**config.mk**
```make
export PLATFORM = sky130hd
export DESIGN_NAME = dma_cmd_ctrl
export DESIGN_NICKNAME = d
export VERILOG_FILES = /design/src/rtl/dma_ctl_pkg.sv /design/src/rtl/dma_reg_path.sv /design/src/rtl/dma_cmd_fsm.sv /design/src/rtl/dma_cmd_ctrl.sv
export SDC_FILE = /design/constraint.sdc
export NUM_CORES = 1
export LEC_CHECK = 0
export ABC_AREA = 0
export BUFFER_PORTS_ARGS = -buffer_cell sky130_fd_sc_hd__buf_2
export CAP_MARGIN = 40
export CORE_UTILIZATION = 43
export CTS_BUF_LIST = sky130_fd_sc_hd__clkbuf_16
export DETAILED_ROUTE_END_ITERATION = 7
export PLACE_DENSITY = 0.88
export RECOVER_POWER = 25
export SYNTH_ARGS = -nofsm -noshare
export SYNTH_HDL_FRONTEND = slang
export SYNTH_SLANG_ARGS = --single-unit
```
**constraint.sdc**
```tcl
create_clock -name clk -period 3.9 [get_ports clk]
set_input_delay 0.78 -clock clk [delete_from_list [all_inputs] [get_ports clk]]
set_output_delay 0.78 -clock clk [all_outputs]
set_load 0.03 [all_outputs]
```
**src/rtl/dma_ctl_pkg.sv**
```systemverilog
package dma_ctl_pkg;
  localparam int CMD_W   = 8;
  localparam int STAT_W  = 5;
  localparam int DIR_BIT = 7;
  localparam int IEN_BIT = 6;
  localparam int PEN_BIT = 5;
  localparam int SG_BIT  = 4;
  localparam int S_DONE  = 0;
  localparam int S_ERR   = 1;
  localparam int S_ABORT = 2;
  localparam int S_BLAST = 3;
  localparam int S_PAGE  = 4;

  // bits 3:2 of the command byte are reserved and never stored
  localparam logic [CMD_W-1:0] CMD_MASK = ~(CMD_W'(3) << 2);

  typedef enum logic [1:0] {
    ST_IDLE   = 2'd0,
    ST_ACTIVE = 2'd1,
    ST_FLUSH  = 2'd2
  } engState_t;

  typedef enum logic [1:0] {
    OP_IDLE  = 2'b00,
    OP_BLAST = 2'b01,
    OP_ABORT = 2'b10,
    OP_START = 2'b11
  } cmdOp_t;

  typedef struct packed {
    logic cmdLoad;
    logic setPage;
    logic setBlast;
    logic setAbort;
    logic setErr;
    logic setDone;
  } ctlStrobe_t;
endpackage

```
**src/rtl/dma_reg_path.sv**
```systemverilog
module dma_reg_path
  import dma_ctl_pkg::*;
(
  input  logic              clk,
  input  logic              rstN,
  input  ctlStrobe_t        stb,
  input  logic              statWr,
  input  logic [CMD_W-1:0]  wrData,
  output logic [CMD_W-1:0]  cmdQ,
  output logic [STAT_W-1:0] statQ,
  output logic              irq
);
  logic [STAT_W-1:0] setVec;
  logic [STAT_W-1:0] clrVec;

  assign setVec[S_DONE]  = stb.setDone;
  assign setVec[S_ERR]   = stb.setErr;
  assign setVec[S_ABORT] = stb.setAbort;
  assign setVec[S_BLAST] = stb.setBlast;
  assign setVec[S_PAGE]  = stb.setPage;
  assign clrVec = statWr ? wrData[STAT_W-1:0] : '0;

  always_ff @(posedge clk or negedge rstN) begin
    if (!rstN) cmdQ <= '0;
    else if (stb.cmdLoad) cmdQ <= wrData & CMD_MASK;
  end


  cmd_hold_chk: assert property (@(posedge clk) disable iff (!rstN)
    !stb.cmdLoad |=> $stable(cmdQ));


  done_sticky_chk: assert property (@(posedge clk) disable iff (!rstN)
    stb.setDone |=> statQ[S_DONE]);

  for (genvar i = 0; i < STAT_W; i++) begin : g_stat
    always_ff @(posedge clk or negedge rstN) begin
      if (!rstN) statQ[i] <= 1'b0;
      else if (setVec[i]) statQ[i] <= 1'b1;
      else if (clrVec[i]) statQ[i] <= 1'b0;
    end


    stat_clr_chk: assert property (@(posedge clk) disable iff (!rstN)
      (statWr && wrData[i] && !setVec[i]) |=> !statQ[i]);
  end

  assign irq = (cmdQ[IEN_BIT] & (statQ[S_DONE] | statQ[S_ERR]))
             | (cmdQ[PEN_BIT] & statQ[S_PAGE]);
endmodule

```
**src/rtl/dma_cmd_fsm.sv**
```systemverilog
module dma_cmd_fsm
  import dma_ctl_pkg::*;
(
  input  logic       clk,
  input  logic       rstN,
  input  logic       cmdWr,
  input  logic [1:0] wrOp,
  input  logic       curDir,
  input  logic       fifoEmpty,
  input  logic       countZero,
  input  logic       xferError,
  input  logic       pagePulse,
  output ctlStrobe_t stb,
  output logic       xferEnable,
  output logic       flushReq
);
  engState_t stateQ, nextState;

  always_comb begin
    nextState = stateQ;
    stb = '0;
    if (cmdWr) begin
      unique case (wrOp)
        OP_START: begin
          stb.cmdLoad = 1'b1;
          if (stateQ == ST_IDLE) nextState = ST_ACTIVE;
        end
        OP_IDLE: begin
          stb.cmdLoad = 1'b1;
          nextState = ST_IDLE;
        end
        OP_ABORT: begin
          if (stateQ != ST_IDLE) begin
            stb.cmdLoad  = 1'b1;
            stb.setAbort = 1'b1;
            nextState    = ST_IDLE;
          end
        end
        OP_BLAST: begin
          if (stateQ == ST_ACTIVE && curDir) begin
            stb.cmdLoad = 1'b1;
            nextState   = ST_FLUSH;
          end
        end
        default: ;
      endcase
    end else begin
      unique case (stateQ)
        ST_ACTIVE: begin
          stb.setPage = pagePulse;
          if (xferError) begin
            stb.setErr = 1'b1;
            nextState  = ST_IDLE;
          end else if (countZero && fifoEmpty) begin
            stb.setDone = 1'b1;
            nextState   = ST_IDLE;
          end
        end
        ST_FLUSH: begin
          if (xferError) begin
            stb.setErr = 1'b1;
            nextState  = ST_IDLE;
          end else if (fifoEmpty) begin
            stb.setBlast = 1'b1;
            nextState    = ST_IDLE;
          end
        end
        default: ;
      endcase
    end
  end

  always_ff @(posedge clk or negedge rstN) begin
    if (!rstN) stateQ <= ST_IDLE;
    else stateQ <= nextState;
  end

  assign xferEnable = (stateQ == ST_ACTIVE);
  assign flushReq   = (stateQ == ST_FLUSH);


  start_go_chk: assert property (@(posedge clk) disable iff (!rstN)
    (cmdWr && wrOp == OP_START && !xferEnable && !flushReq) |=> xferEnable);


  abort_idle_chk: assert property (@(posedge clk) disable iff (!rstN)
    (cmdWr && wrOp == OP_ABORT && !xferEnable && !flushReq) |=> (!xferEnable && !flushReq));


  flush_hold_chk: assert property (@(posedge clk) disable iff (!rstN)
    (flushReq && !cmdWr && !xferError && !fifoEmpty) |=> flushReq);


  wr_first_chk: assert property (@(posedge clk) disable iff (!rstN)
    (cmdWr && wrOp == OP_START && xferEnable) |=> xferEnable);
endmodule

```
**src/rtl/dma_cmd_ctrl.sv**
```systemverilog
module dma_cmd_ctrl
  import dma_ctl_pkg::*;
#(
  parameter int REG_W = 32
) (
  input  logic              clk,
  input  logic              rstN,
  input  logic              regWrEn,
  input  logic              regSel,
  input  logic [REG_W-1:0]  regWrData,
  input  logic              fifoEmpty,
  input  logic              countZero,
  input  logic              xferError,
  input  logic              pageDone,
  output logic              xferEnable,
  output logic              flushReq,
  output logic              dirToMem,
  output logic              sgMode,
  output logic [CMD_W-1:0]  cmdByte,
  output logic [STAT_W-1:0] statusBits,
  output logic              irq
);
  ctlStrobe_t stb;
  logic cmdWr;
  logic statWr;

  assign cmdWr  = regWrEn & ~regSel;
  assign statWr = regWrEn & regSel;

  dma_cmd_fsm u_fsm (
    .clk        (clk),
    .rstN       (rstN),
    .cmdWr      (cmdWr),
    .wrOp       (regWrData[1:0]),
    .curDir     (cmdByte[DIR_BIT]),
    .fifoEmpty  (fifoEmpty),
    .countZero  (countZero),
    .xferError  (xferError),
    .pagePulse  (pageDone),
    .stb        (stb),
    .xferEnable (xferEnable),
    .flushReq   (flushReq)
  );

  dma_reg_path u_regs (
    .clk    (clk),
    .rstN   (rstN),
    .stb    (stb),
    .statWr (statWr),
    .wrData (regWrData[CMD_W-1:0]),
    .cmdQ   (cmdByte),
    .statQ  (statusBits),
    .irq    (irq)
  );

  assign dirToMem = cmdByte[DIR_BIT];
  assign sgMode   = cmdByte[SG_BIT];


  rsvd_ignore_chk: assert property (@(posedge clk) disable iff (!rstN)
    (cmdWr && (|regWrData[REG_W-1:CMD_W]) && regWrData[1:0] == OP_IDLE)
      |=> (!xferEnable && !flushReq));
endmodule

```
==> out/results.txt, run 1 <==
status: completed
min cycle time layout: 2.09 ns
initial antenna violation count: 0
most common cell after layout, fill and taps aside: buf_2
Final Wtd Congestion: 0.797
TNS Setup: 0 ns
total track usage: 20.7%
FF-to-FF setup slack: 2.01 ns
Critical Path Start: u_fsm.stateQ[1]
clock buffer depth: 2
crit-path max FO: 7
CTS Buf Count: 3
Antenna diodes: 0
Unique masters post-synth: 32
CP Class: flop to output port
most frequent cells in the layout: buf_2 (30), dfrtp_1 (13), ha_1 (8)
mux cell area share after synthesis: 10.6%
worst reg2reg startpoint: u_fsm.stateQ[1]
crit share post-route: 53.6%
core area: 0.00178 sq mm
Placed Area: 996 sq um
LEAKAGE: 0.000553 uW
io pins: 58
# DRC: 0
HP Class: flop to flop
Post-CTS Setup Inserts: 0
number of global-route vias before repair: 688
die height: 46.2 um
Clock Latency Late Sink: 0.24 ns
largest net degree at the start of global routing: 14
Mapped Cells: 82
CP endpoint kind: output port
Synth Area in XOR/XNOR: 0%
Final Hold Fails: 0
chip width: 46.2 um
Seq/Total Area, Yosys: 38.7%
Slew @ Worst Pin: 0.724 ns
syn_area_per_cell: 10.3 sq um
Via-to-Cell Ratio: 5.25
# fillers: 145
area of the die: 0.00214 sq mm
CP startpoint kind: flop
fin. max-slew vios: 0
worst reg2reg path depth: 5
DRT Pass-1 Iters: 4
CTS H-Tree Depth: 1
CTS tree: yes
port bufs: 31
VDD IR max: 0.420 mV
Post-Place Worst Slack: 1.58 ns
Crit path max-delay family: flip-flops
largest family of logic cells by synthesized area: compound AO/OA/AOI/OAI gates
slowest CP cell: dfrtp_1
worst path bufs/invs: 2
CTS root buf: clkbuf_16
via count: 724
Sequential Area: 325 sq um
drt initial violations: 10
DR WL/cell: 13.9 um
post-route ant nets: 0
CTS hold repair buffers: 0
Max Clock Freq: 478 MHz
clk slew on worst S/H paths: 0.04 ns
first-pass GRT wire length: 3.05 mm
pwr/cell area: 533 mW/mm^2
area delta synth->final: 27.7%
Max-Cap Viols: 0
post-CTS sizing: 0
post-route cell area: 0.00107 sq mm
crit path DAT: 1.31 ns
placed wire-length estimate: 1.44 mm
DRT Wirelength: 1.92 mm
nets: 162
post-synthesis simple-gate area fraction: 14.7%
Final Power: 572 uW
max incr delay on CP: 0.40 ns
final number of setup-violating endpoints: 0
RSZ-0062 raised after global routing: no
worst flop-to-flop path endpoint: u_regs.cmdQ[4]
Initial Util: 47.2%
fraction of layout cells with a size suffix above 1: 39.8%
normalized max-slew margin: 51.7%
grt total ovfl: 0
final setup margin: 1.81 ns
post-synthesis cell area: 841 sq um
post-synthesis compound-gate area fraction: 16.8%
Req. time, crit path: 3.12 ns
row count: 15
Worst Skew: 0.00230 ns
clk sink count: 13
Seq cells post-synth: 13
Hold Path End: u_regs.cmdQ[1]
Yosys warning total: 0
post-synthesis adder-cell area fraction: 11.9%
worst min-delay path startpoint: u_regs.cmdQ[1]
CP cell instances: inv_1, ha_1, buf_2
Multi-input gate area: 462 sq um
Worst Hold Depth: 1
kinds of logic (layout without fill, tap and decap cells):
group	Yosys count	in the layout
flip-flops	13	13
other	1	2
multiplexers	8	8
adder cells (fa/ha/maj)	8	8
AO/OA/AOI/OAI	18	18
AND/OR/NAND/NOR	23	23
buffers and inverters	11	41
power by group:
group          switching (uW)  internal [uW]
logic                     132           69.1
registers                22.3            162
clock network            52.3            135
total                     207            366
layer usage:
metal	GRT usage, %	vias to the layer above	wire [um]
met3	8.63	2	84
li1	-	346	-
met1	25.3	351	802
met4	7.06	0	19
met2	32.7	25	1020
met5	0	-	0
synth_stat cells, drive strengths merged:
cell | instances | area, sq um
o22ai | 2 | 12.5
buf | 5 | 35.0
nand4b | 1 | 8.76
o221ai | 1 | 8.76
mux2 | 7 | 78.8
o21ba | 1 | 10.0
nand2b | 1 | 6.26
and2 | 1 | 7.51
a21oi | 2 | 10.0
nand3 | 2 | 10.0
o211ai | 3 | 22.5
o311ai | 1 | 8.76
inv | 6 | 22.5
and4b | 1 | 10.0
o21ai | 3 | 15.0
o31ai | 1 | 21.3
and3 | 1 | 7.51
nor2b | 1 | 6.26
nor2 | 6 | 22.5
mux2i | 1 | 10.0
and2b | 2 | 16.3
dfrtp | 13 | 325
a32oi | 1 | 8.76
nand2 | 6 | 22.5
conb | 1 | 3.75
a21boi | 1 | 7.51
a2bb2oi | 1 | 8.76
ha | 8 | 100
a22oi | 1 | 7.51
nand4 | 1 | 6.26
worst max path at each step:
stage	to	slack [ns]	cells past startpoint
final	xferEnable	1.81	3
after global routing	xferEnable	1.72	3
after CTS	xferEnable	1.81	3
after detailed placement	u_regs.cmdQ[4]	1.58	6
after global placement	u_regs.cmdQ[4]	1.63	6
after floorplan	u_regs.cmdQ[0]	1.91	5
worst register-to-register path, stage by stage (launching register included):
cell     delay, ns
dfrtp_1       0.37
inv_1         0.10
ha_1          0.28
and3_2        0.25
o31ai_4       0.38
mux2_2        0.39
layout make-up:
class	count	area share, %
clock buffer	3	6.99
clock inverter	1	0.350
inverter	6	2.10
multi-input combinational	59	43.0
sequential	13	30.3
tap	25	2.91
timing repair buffer	31	14.3
per-stage QoR:
step / instances / hold WS, ns / util, %
global placement: 134 / 0.487 / 55.9
detailed placement: 134 / 0.496 / 55.9
floorplan: 83 / 0.484 / -
CTS: 138 / 0.436 / 60.3
finish: 138 / 0.506 / 60.2
global route: 138 / 0.517 / 60.2
flip-flops by register name, indices dropped and copies added, names as in the netlist:
register and count:
u_regs.cmdQ 6, u_regs.statQ 5, u_fsm.stateQ 2
No activity file was read; power rests on OpenSTA's default activity.
==> inputs of run 2 (changes only) <==
--- a/config.mk
+++ b/config.mk
@@ -8,10 +8,10 @@
 export ABC_AREA = 0
 export BUFFER_PORTS_ARGS = -buffer_cell sky130_fd_sc_hd__buf_2
 export CAP_MARGIN = 40
-export CORE_UTILIZATION = 43
+export CORE_UTILIZATION = 40
 export CTS_BUF_LIST = sky130_fd_sc_hd__clkbuf_16
 export DETAILED_ROUTE_END_ITERATION = 7
-export PLACE_DENSITY = 0.88
+export PLACE_DENSITY = 0.83
 export RECOVER_POWER = 25
 export SYNTH_ARGS = -nofsm -noshare
 export SYNTH_HDL_FRONTEND = slang
==> constraint.sdc (replaced) <==
create_clock -name clk -period 2.15 [get_ports clk]
set_input_delay 0.43 -clock clk [delete_from_list [all_inputs] [get_ports clk]]
set_output_delay 0.43 -clock clk [all_outputs]
set_load 0.03 [all_outputs]
==> out/results.txt, run 2 (synthesis gave the netlist of run 1 again) <==
Clock Latency Late Sink: 0.24 ns (about the same)
final setup margin: 0.254 ns (-1.55 ns)
Post-Place Worst Slack: 0.181 ns (-1.40 ns)
first-pass GRT wire length: 2.70 mm (-12%)
HP Class: input pin to async pin
Max Clock Freq: 527 MHz
CTS tree: yes
post-route insts no fill: 141 (+2.2%)
CTS root buf: clkbuf_16
core area: 0.00196 sq mm (+10%)
CTS H-Tree Depth: 1 (unchanged)
clk slew on worst S/H paths: 0.04 ns (about the same)
Final Power: 1040 uW (+82%)
CP endpoint kind: flop
clock buffer depth: 2 (unchanged)
Sw Ratio: 36.1% (-0.068 points)
nets: 163 (+0.62%)
Placed Area: 0.00101 sq mm (+1.0%)
Final Hold Fails: 0 (unchanged)
crit share post-route: 88.2%
Worst Skew: 0.00204 ns (-0.000264 ns)
post-CTS sizing: 0 (unchanged)
Final Wtd Congestion: 0.774 (-2.8%)
die height: 47.8 um (+3.5%)
Max-Cap Viols: 0 (unchanged)
post-route ant nets: 0 (unchanged)
Top reg by flops: u_regs.cmdQ
drt initial violations: 14 (+4)
Post-CTS Setup Inserts: 0 (unchanged)
fin. max-slew vios: 0 (unchanged)
placed wire-length estimate: 1.45 mm (+0.71%)
Critical Path Start: u_fsm.stateQ[0]
Initial Util: 42.9% (-4.3 points)
crit path DAT: 2.02 ns (+0.71 ns)
CTS Buf Count: 3 (unchanged)
area delta synth->final: 28.9%
most common cell after layout, fill and taps aside: buf_2
routing usage on met1: 23.7% (-1.6 points)
area of the die: 0.00229 sq mm (+7.2%)
Clk pwr share: 32.9% (+0.2 points)
grt met2 use: 26.8% (-5.9 points)
number of global-route vias before repair: 581 (-16%)
slowest CP cell: dfrtp_1
largest net degree at the start of global routing: 14 (unchanged)
LEAKAGE: 0.000558 uW (+0.96%)
clk sink count: 13 (unchanged)
most frequent cells in the layout: buf_2 (30), dfrtp_1 (13), ha_1 (8)
DR WL/cell: 13.2 um (-5.0%)
io pins: 58 (unchanged)
grt total ovfl: 0 (unchanged)
RSZ-0062 raised after global routing: no
row count: 16 (+1)
CP Class: flop to flop
VDD IR max: 0.574 mV (+37%)
# DRC: 0 (unchanged)
gr busiest metal: met2
NetSw: 376 uW (+82%)
Slew @ Worst Pin: 0.735 ns (+0.0104 ns)
max incr delay on CP: 0.41 ns (about the same)
Placed Cells: 137 (+2.2%)
normalized max-slew margin: 51.0% (-0.69 points)
min cycle time layout: 1.90 ns
worst reg2reg startpoint: u_fsm.stateQ[0]
pwr/cell area: 961 mW/mm^2 (+80%)
DRT Wirelength: 1.87 mm (-2.9%)
Crit path max-delay family: flip-flops
Combinational Power Share: 35.3% (about the same)
initial antenna violation count: 0 (unchanged)
max reg flops: 6 (unchanged)
crit-path max FO: 6 (-1)
CP startpoint kind: flop
Antenna diodes: 0 (unchanged)
# fillers: 185 (+28%)
grt met3 use: 7.92% (-0.70 points)
via count: 712 (-1.7%)
TNS Setup: 0 ns (unchanged)
chip width: 47.8 um (+3.5%)
worst path bufs/invs: 1 (-1)
status: completed
Via-to-Cell Ratio: 5.05 (-3.7%)
post-route cell area: 0.00108 sq mm (+0.93%)
fraction of layout cells with a size suffix above 1: 40.4% (+0.53 points)
Req. time, crit path: 2.27 ns (-0.85 ns)
CP cell instances: inv_1, ha_1, and2b_1, o31ai_4, mux2_2
Seq pwr share: 31.8% (-0.3 points)
total track usage: 17.7% (-3.0 points)
DRT Pass-1 Iters: 4 (unchanged)
port bufs: 31 (unchanged)
Int Pwr: 666 uW (+82%)
final number of setup-violating endpoints: 0 (unchanged)
Top Registers: u_regs.cmdQ x6, u_regs.statQ x5, u_fsm.stateQ x2
CTS hold repair buffers: 0 (unchanged)
run 2: changes by cell type in the layout (fill, tap and decap cells not counted), sizes merged:
cell	change
buf	+1
run 2: worst paths after layout:
check	depth (start not counted)	slack (ns)	endpoint
worst min-delay path	1	0.23	u_fsm.stateQ[0]
worst max register to register	5	0.25	u_regs.cmdQ[4]
max in group asynchronous	1	1.46	u_regs.cmdQ[0]
worst max-delay path	5	0.25	u_regs.cmdQ[4]
min in group clk	2	0.42	u_regs.cmdQ[5]
worst min register to register	1	0.50	u_regs.cmdQ[0]
run 2: metal layers:
layer / share of wire [%] / vias to the layer above
li1: - / 350
met1: 46 / 345
met2: 51 / 17
met3: 3.7 / 0
met4: 0 / 0
met5: 0 / -
run 2: power groups by stage:
stage | combinational, uW | clock (uW) | sequential [uW]
3_5_place_dp | 367 | 0 | 335
3_3_place_gp | 359 | 0 | 331
6_report | 368 | 342 | 331
2_1_floorplan | 180 | 0 | 419
4_1_cts | 370 | 347 | 332
5_1_grt | 400 | 359 | 340
run 2: worst register-to-register path: cells and delay by family (launching register included):
| kind | cells | cell delay, ns |
|---|---|---|
| multiplexers | 1 | 0.39 |
| AO/OA/AOI/OAI | 1 | 0.37 |
| AND/OR/NAND/NOR | 1 | 0.24 |
| buffers and inverters | 1 | 0.13 |
| flip-flops | 1 | 0.41 |
| adder cells (fa/ha/maj) | 1 | 0.23 |
run 2: final cells by class:
type,count,area [sq um],share of cell area (%)
clock buffers,3,75.1,6.93
clock inverters,1,3.75,0.346
inverters,6,22.5,2.08
multi-input cells,59,462,42.6
flip-flops and latches,13,325,30.0
well taps,27,33.8,3.12
repair buffers,32,161,14.9
run 2: metrics by stage:
stage,util [%],hold WS (ns)
3_3_place_gp,51.3,0.335
5_1_grt,55.2,0.293
4_1_cts,55.3,0.0825
6_report,55.2,0.227
3_5_place_dp,51.3,0.335
2_1_floorplan,-,0.134
==> inputs of run 3 (changes only) <==
--- a/config.mk
+++ b/config.mk
@@ -13,6 +13,7 @@
 export DETAILED_ROUTE_END_ITERATION = 7
 export PLACE_DENSITY = 0.83
 export RECOVER_POWER = 25
+export REMOVE_ABC_BUFFERS = 1
 export SYNTH_ARGS = -nofsm -noshare
 export SYNTH_HDL_FRONTEND = slang
 export SYNTH_SLANG_ARGS = --single-unit
==> constraint.sdc (replaced) <==
create_clock -name clk -period 1.9 [get_ports clk]
set_input_delay 0.38 -clock clk [delete_from_list [all_inputs] [get_ports clk]]
set_output_delay 0.38 -clock clk [all_outputs]
set_load 0.03 [all_outputs]
==> out/results.txt, run 3 (synthesis gave the netlist of run 1 again) <==
first-pass GRT wire length: 2.58 mm (-4.3%)
core area: 0.00196 sq mm (unchanged)
max incr delay on CP: 0.42 ns (about the same)
normalized max-slew margin: 54.0% (+3.0 points)
most common cell after layout, fill and taps aside: buf_2
crit path DAT: 1.92 ns (-0.10 ns)
CP endpoint kind: flop
min cycle time layout: 1.81 ns (-0.0906 ns)
initial antenna violation count: 0 (unchanged)
Clock Latency Late Sink: 0.24 ns (about the same)
placed wire-length estimate: 1.43 mm (-0.85%)
Slew @ Worst Pin: 0.690 ns (-0.0452 ns)
chip width: 47.8 um (unchanged)
via count: 698 (-2.0%)
CP Class: flop to flop
max reg flops: 6 (unchanged)
Req. time, crit path: 2.02 ns (-0.25 ns)
final number of setup-violating endpoints: 0 (unchanged)
Initial Util: 42.9% (unchanged)
most frequent cells in the layout: buf_2 (30), dfrtp_1 (13), ha_1 (8)
area delta synth->final: 31.5%
DRT Wirelength: 1.86 mm (-0.32%)
Via-to-Cell Ratio: 4.85 (-4.0%)
Top reg by flops: u_regs.cmdQ
fraction of layout cells with a size suffix above 1: 43.6% (+3.2 points)
nets: 166 (+1.8%)
Final Hold Fails: 0 (unchanged)
Final Power: 1190 uW (+14%)
fin. max-slew vios: 0 (unchanged)
Worst Skew: 0.00187 ns (-0.000167 ns)
clk slew on worst S/H paths: 0.04 ns (about the same)
slowest CP cell: dfrtp_1
HP Class: input pin to async pin
area of the die: 0.00229 sq mm (unchanged)
CTS tree: yes
CTS Buf Count: 3 (unchanged)
drt initial violations: 3 (-11)
crit share post-route: 95.0% (+6.8 points)
CP cell instances: inv_2, ha_1, and2b_1, o31ai_4, mux2_2
port bufs: 31 (unchanged)
clock buffer depth: 2 (unchanged)
post-route ant nets: 0 (unchanged)
LEAKAGE: 0.000573 uW (+2.7%)
CTS H-Tree Depth: 1 (unchanged)
CTS root buf: clkbuf_16
Antenna diodes: 0 (unchanged)
Final Util: 56.4% (+1.1 points)
number of global-route vias before repair: 602 (+3.6%)
pwr/cell area: 1070 mW/mm^2 (+11%)
crit-path max FO: 6 (unchanged)
DR WL/cell: 12.9 um (-2.4%)
die height: 47.8 um (unchanged)
row count: 16 (unchanged)
Final Wtd Congestion: 0.819 (+5.8%)
Max-Cap Viols: 0 (unchanged)
DRT Pass-1 Iters: 4 (unchanged)
VDD IR max: 0.778 mV (+36%)
total track usage: 16.7% (-1.0 points)
Max Clock Freq: 554 MHz (+5.0%)
io pins: 58 (unchanged)
CP startpoint kind: flop
status: completed
# DRC: 0 (unchanged)
largest net degree at the start of global routing: 14 (unchanged)
grt total ovfl: 0 (unchanged)
clk sink count: 13 (unchanged)
Top Registers: u_regs.cmdQ x6, u_regs.statQ x5, u_fsm.stateQ x2
## run 3: what timing repair did
action | CTS | global route
hold buffers | 0 | 0
setup endpoints to repair | 0 | 1
buffers inserted | 0 | 1
resized for setup | 0 | 2
## run 3: power breakdown
group / internal, uW / switching, uW / total [uW]
combinational: 156 / 271 / 427
clock: 276 / 105 / 382
sequential: 332 / 44.9 / 377
## run 3: worst paths after layout
kind                       slack, ns  cells after the start             from         endpoint
max                             0.09                      5  u_fsm.stateQ[0]   u_regs.cmdQ[4]
min                             0.16                      1             rstN  u_fsm.stateQ[0]
max reg2reg                     0.09                      5  u_fsm.stateQ[0]   u_regs.cmdQ[4]
min reg2reg                     0.50                      1   u_regs.cmdQ[1]   u_regs.cmdQ[1]
max in group asynchronous       1.30                      1             rstN   u_regs.cmdQ[7]
min in group clk                0.38                      2     regWrData[6]   u_regs.cmdQ[6]
## run 3: layout make-up
class	instances	area [sq um]
clock buffer	3	75.1
tap	27	33.8
clock inverter	1	3.75
sequential	13	325
multi-input combinational	59	462
inverter	6	22.5
fill	199	856
timing repair buffer	35	184
## run 3: per-layer routing
| metal | global-route usage, % | part of all wire (%) | up-vias |
|---|---|---|---|
| li1 | - | - | 356 |
| met1 | 21.4 | 44 | 324 |
| met5 | 0 | 0 | - |
| met3 | 6.79 | 3.4 | 2 |
| met4 | 1.67 | 0.97 | 0 |
| met2 | 27.3 | 51 | 16 |
## run 3: per-stage QoR
step                      setup WS (ns)  setup TNS [ns]  cells  hold WS, ns  area (sq um)
final                            0.0942               0    144        0.160          1110
after global routing           -0.00985         -0.0137    144        0.241          1110
after CTS                        0.0930               0    143       0.0319          1100
after detailed placement         0.0198               0    139        0.283          1020
after global placement           0.0567               0    139        0.280          1020
after floorplan                  0.0626               0     78       0.0844           810
## run 3: worst max-delay path, delay by kind of cell, from the launching register on
| kind | cells | cell delay, ns |
|---|---|---|
| simple gates | 1 | 0.23 |
| flops | 1 | 0.42 |
| fa+ha+maj | 1 | 0.18 |
| buf+inv | 1 | 0.09 |
| compound gates | 1 | 0.38 |
| mux | 1 | 0.38 |
